**src/rtl/i2c_addr_match.sv**
```systemverilog
module i2c_addr_match #(
  parameter int ADDR_W      = 7,
  parameter int SYNC_STAGES = 2
) (
  input  logic       clk,
  input  logic       rst_n,
  input  logic       scl_i,
  input  logic       sda_i,
  input  logic       wr_en,
  input  logic [1:0] wr_sel,
  input  logic [7:0] wr_data,
  input  logic [1:0] rd_sel,
  output logic [7:0] rd_data,
  output logic       sda_pull_o,
  output logic       irq_o
);
  localparam int BYTE_BITS = ADDR_W + 1;
  localparam int CNT_W     = $clog2(BYTE_BITS + 1);

  typedef enum logic [1:0] {S_IDLE, S_ADDR, S_ACK, S_WAIT} state_t;

  logic [SYNC_STAGES-1:0] scl_sh, sda_sh;
  logic scl_s, sda_s, scl_p, sda_p;
  logic start_det, stop_det, scl_rise, scl_fall;

  state_t               state;
  logic [CNT_W-1:0]     cnt;
  logic [BYTE_BITS-1:0] shreg;
  logic [ADDR_W-1:0]    own_addr;
  logic en, master, nack, ie, match_flag, ack_drive, match_ev;

  assign scl_s = scl_sh[SYNC_STAGES-1];
  assign sda_s = sda_sh[SYNC_STAGES-1];

  always_ff @(posedge clk or negedge rst_n) begin
    if (!rst_n) begin
      scl_sh <= '1;
      sda_sh <= '1;
      scl_p  <= 1'b1;
      sda_p  <= 1'b1;
    end else begin
      scl_sh <= {scl_sh[SYNC_STAGES-2:0], scl_i};
      sda_sh <= {sda_sh[SYNC_STAGES-2:0], sda_i};
      scl_p  <= scl_s;
      sda_p  <= sda_s;
    end
  end

  assign start_det = scl_s & scl_p & sda_p & ~sda_s;
  assign stop_det  = scl_s & scl_p & ~sda_p & sda_s;
  assign scl_rise  = scl_s & ~scl_p;
  assign scl_fall  = ~scl_s & scl_p;

  assign match_ev = en && state == S_ADDR && cnt == CNT_W'(BYTE_BITS) && scl_fall &&
                    shreg[BYTE_BITS-1:1] == own_addr;

  always_ff @(posedge clk or negedge rst_n) begin
    if (!rst_n) begin
      state <= S_IDLE;
      cnt   <= '0;
      shreg <= '0;
    end else if (!en || stop_det) begin
      state <= S_IDLE;
      cnt   <= '0;
    end else if (start_det) begin
      state <= S_ADDR;
      cnt   <= '0;
    end else begin
      case (state)
        S_ADDR: begin
          if (scl_rise && cnt < CNT_W'(BYTE_BITS)) begin
            shreg <= {shreg[BYTE_BITS-2:0], sda_s};
            cnt   <= cnt + 1'b1;
          end else if (scl_fall && cnt == CNT_W'(BYTE_BITS)) begin
            state <= match_ev ? S_ACK : S_WAIT;
            cnt   <= '0;
          end
        end
        S_ACK: begin
          if (scl_rise) cnt <= 1'b1;
          else if (scl_fall && cnt != '0) state <= S_WAIT;
        end
        default: ;
      endcase
    end
  end

  always_ff @(posedge clk or negedge rst_n) begin
    if (!rst_n) begin
      own_addr   <= '0;
      en         <= 1'b0;
      master     <= 1'b0;
      nack       <= 1'b0;
      ie         <= 1'b0;
      match_flag <= 1'b0;
      ack_drive  <= 1'b0;
    end else begin
      if (wr_en && wr_sel == 2'd0) own_addr <= wr_data[ADDR_W-1:0];
      if (wr_en && wr_sel == 2'd1) {nack, master, en} <= wr_data[2:0];
      if (wr_en && wr_sel == 2'd3) ie <= wr_data[0];
      if (wr_en && wr_sel == 2'd2 && !wr_data[0]) match_flag <= 1'b0;
      if (match_ev) begin
        match_flag <= 1'b1;
        master     <= 1'b0;
        ack_drive  <= ~nack;
      end
    end
  end

  assign sda_pull_o = (state == S_ACK) & ack_drive;
  assign irq_o      = match_flag & ie;

  always_comb begin
    case (rd_sel)
      2'd0:    rd_data = {{(8-ADDR_W){1'b0}}, own_addr};
      2'd1:    rd_data = {5'b0, nack, master, en};
      2'd2:    rd_data = {7'b0, match_flag};
      default: rd_data = {7'b0, ie};
    endcase
  end
endmodule


```
**config.mk**
```make
export PLATFORM = sky130hd
export DESIGN_NAME = i2c_addr_match
export DESIGN_NICKNAME = d
export VERILOG_FILES = /design/src/rtl/i2c_addr_match.sv
export SDC_FILE = /design/constraint.sdc
export NUM_CORES = 1
export LEC_CHECK = 0
export ABC_AREA = 1
export BUFFER_PORTS_ARGS = -buffer_cell sky130_fd_sc_hd__buf_2
export CAP_MARGIN = 20
export CORE_ASPECT_RATIO = 0.7
export CORE_MARGIN = 2
export CORE_UTILIZATION = 55
export CTS_CLUSTER_DIAMETER = 60
export CTS_CLUSTER_SIZE = 28
export DETAILED_ROUTE_END_ITERATION = 8
export PLACE_DENSITY = 0.77
export REMOVE_ABC_BUFFERS = 1
export SLEW_MARGIN = 20
export SYNTH_ARGS = -nofsm -noshare
export SYNTH_HDL_FRONTEND = slang
export SYNTH_SLANG_ARGS = --single-unit
```
**constraint.sdc**
```tcl
create_clock -name clk -period 2.9 [get_ports clk]
set_clock_uncertainty 0.15 [all_clocks]
set_input_delay 0.58 -clock clk [delete_from_list [all_inputs] [get_ports clk]]
set_output_delay 0.58 -clock clk [all_outputs]
set_load 0.02 [all_outputs]
```
==> results.txt <==
* Run status: finished, final reports clean
- Total half-perimeter wirelength after legalization and detailed placement: between 2000 and 2500 um
- Clock root buffer: clkbuf_8
- End point of the critical path: rd_data[3]
* Cell count after synthesis: roughly 220
- Final-layout fill cell count: between 200 and 300
* Leakage dissipation: 1.02 nW
- Worst R2R Path Depth: 7
- First-pass GRT wire length: a little under 6000 um
* Portion of the clock cycle consumed by the worst path in the final layout: 0.728
- After detailed routing, the average wire length per cell comes to approximately 11 um.
- Hold repair after CTS inserted 0 buffers.
- Of all cell types, the one taking the most synthesized area is dfrtp_1.
* IO Count: 27
- Crit path arrival time: between 1000 and 1500 ps
- The initial utilization of the core area, before any placement, comes to 0.567.
- For the final routed database, the setup TNS stands at 0 ps.
- Max-cap violations in this run came to 0.
- After clock tree synthesis, the clock-pin slew on the worst setup and hold paths is around 60 ps.
* Remaining routing DRC violations: 0
- Via count of the first global-routing pass: 1348
* Clock buffer count from CTS: 5
- Fraction of the yosys area taken by sequential cells: 0.476
- Overflow left after global routing: 0
- Vert. Die Dim: approximately 50 um
- The number of antenna diodes in the final layout is 0.
- Transition time at the pin with the least slew margin: about 700 ps
- Clk sink count: 33
* Count of input and output buffers: 24
- RSZ-0062 raised after global routing: false
- The setup path with the least slack is of type input pin to output pin.
- Area enclosed by the die boundary: between 0.003 and 0.004 mm^2
- Count of final max-slew check failures: 0
- In this run the post-CTS setup repair buffer count came out at 0.
- Once detail routing completed, the nets flagged for antenna violations numbered 0.
- Setup violations remaining at the end of the flow were counted as 0.
- The worst setup path is launched from an input pin.
* H-Tree Depth: 2
* Timing-limited maximum frequency: ~0.47 GHz
- The worst register-to-register path ends at ack_drive.
* Worst ir drop on vdd: 0.000312 V
- Starting DRT DRC Count: 109
- Maximum number of pins on one net before global-route repair: 34
* Number of cells in the design after placement: approximately 280
- In this run the register-to-register setup slack is about 1300 ps.
- Data required time of the worst path: approximately 2200 ps
- After clock tree synthesis, the repair step resized 0 gates.
- Relative to the synthesized area, the layout overhead comes to 14.1%.
* Crit Path Max Fanout: 6
- The core region is 0.00308 mm^2.
* Top library cells by usage in the layout, fill and taps aside: 50 x nand2_1, 30 x inv_1, 28 x nor2_1
- Final critical-path required period: 2110 ps
- OpenSTA, run right after detailed placement, puts the worst setup slack at roughly 770 ps.
- Most common cell after layout, fill and taps aside: nand2_1
- Class of the tightest hold or removal check: input pin to async pin
* Launching element of the worst setup path: rd_sel[0]
* Number of standard cells in the final layout excluding fillers: between 200 and 300
* Cell types occupying the most area after synthesis: dfrtp_1 39%, nand2_1 11%, dfstp_2 9.0%
- DIE WIDTH: slightly above 70 um
* Cell area after synthesis: 0.00175 mm^2
- First-pass detailed-route iteration total: 4
- For the worst-skew pair, the clock arrives at the later sink with an insertion delay of approximately 280 ps.
* Total number of placement rows: 17
* Areal power density over the cells: ~630 mW/mm^2
* Per-instance average area after synthesis: 7.99 um^2
* Final Util: 0.647
- Final-stage net count: about 270
- The number of different library cells used by synthesis comes to 26.
- In the routed layout, each cell is associated on average with a via count of between 4 and 5.
- At the end of routability-driven placement, the weighted congestion stood at between 0.8 and 0.9.
* Worst Setup End Kind: output pin
- In the post-route analysis, the smallest setup slack over all paths is 788 ps.
- The detailed router placed 1427 vias in this run.
- The final layout contains routed wiring with a total length of between 3000 and 4000 um.
- Max-slew headroom at the worst pin: 0.538
- Global routing usage summed across all routing layers: 0.215
* Clock Path Buffers: 2
* Top cell type's share of synthesized area: 0.386
- Antenna violations before repair: 0
* TritonCTS clock tree: done
- Total number of yosys warnings: 0
* Total count of hold-check failures in the final report: 0
- Fraction of final layout cells with drive strength greater than 1: 0.222
- Register bit count reported by yosys: 33
- R2R Path Start: scl_p
- Summing internal, switching and leakage power gives between 1 and 1.5 mW.
[worst min-delay path by stage]
stage,from,endpoint,slack [ps],cells after the start
2_1_floorplan,rst_n,ack_drive,130,0
3_3_place_gp,scl_sh[0],scl_sh[1],200,0
3_5_place_dp,scl_sh[0],scl_sh[1],200,0
4_1_cts,scl_sh[0],scl_sh[1],210,0
5_1_grt,sda_sh[0],sda_sh[1],210,0
6_report,rst_n,own_addr[2],190,1
[Yosys cell counts]
| cell type | instances |
|---|---|
| a21boi_0 | 1 |
| a21boi_4 | 1 |
| a21oi_1 | 10 |
| buf_4 | 1 |
| buf_6 | 1 |
| clkbuf_1 | 1 |
| conb_1 | 1 |
| dfrtp_1 | 27 |
| dfstp_2 | 6 |
| ha_1 | 2 |
| inv_1 | 30 |
| inv_2 | 3 |
| nand2_1 | 50 |
| nand2_2 | 1 |
| nand3_1 | 17 |
| nand3_2 | 4 |
| nand3_4 | 1 |
| nand4_1 | 6 |
| nand4_2 | 1 |
| nor2_1 | 28 |
| nor2_2 | 3 |
| nor2_4 | 3 |
| nor3_1 | 3 |
| o21ai_0 | 8 |
| o21ai_1 | 6 |
| xnor2_1 | 4 |
[layout make-up]
class / instances / area, um^2 / area share
Inverter: 33 / 124 / 0.0621
Clock inverter: 1 / 5.00 / 0.00251
Tap cell: 38 / 47.5 / 0.0238
Multi-Input combinational cell: 150 / 769 / 0.386
Sequential cell: 33 / 833 / 0.418
Clock buffer: 7 / 96.3 / 0.0483
Timing Repair Buffer: 24 / 120 / 0.0602
[power by group]
group / leakage, nW / switching, mW / total, mW / internal [mW]
clock: 0.0542 / 0.161 / 0.375 / 0.214
combinational: 0.560 / 0.169 / 0.281 / 0.112
sequential: 0.409 / 0.0638 / 0.601 / 0.537
[through the flow]
stage          hold WS (ps)  instance area [um^2]
3_3_place_gp            195                  1890
6_report                192                  2000
5_1_grt                 213                  2000
2_1_floorplan           134                  1730
3_5_place_dp            197                  1890
4_1_cts                 207                  2000
[state kept, by name (all words and copies together), names as in the netlist]
signal      flops
en              1
ie              1
cnt             4
master          1
scl_sh          2
nack            1
match_flag      1
own_addr        7
sda_p           1
shreg           8
state           2
sda_sh          2
ack_drive       1
scl_p           1
[worst max-delay path, stage by stage]
cell	delay [ps]
buf_2	130
nor2_1	240
inv_1	150
nor2_1	110
buf_2	170
[per-layer routing]
layer  wire [um]  up-vias  global-route usage
li1            -      747                   -
met1        1720      646               0.329
met2        1370       34               0.285
met3         160        0              0.0592
met4           0        0              0.0881
met5           0        -                   0
[kinds of logic after synthesis]
logic type,Yosys count,synth area share
AND/OR/NAND/NOR,117,0.320
buffers and inverters,36,0.0837
flip-flops,33,0.476
AO/OA/AOI/OAI,26,0.0837
XOR/XNOR,4,0.0200
adder cells (fa/ha/maj),2,0.0143
other,1,0.00214
Note: power is estimated with default switching activity, not from simulation.
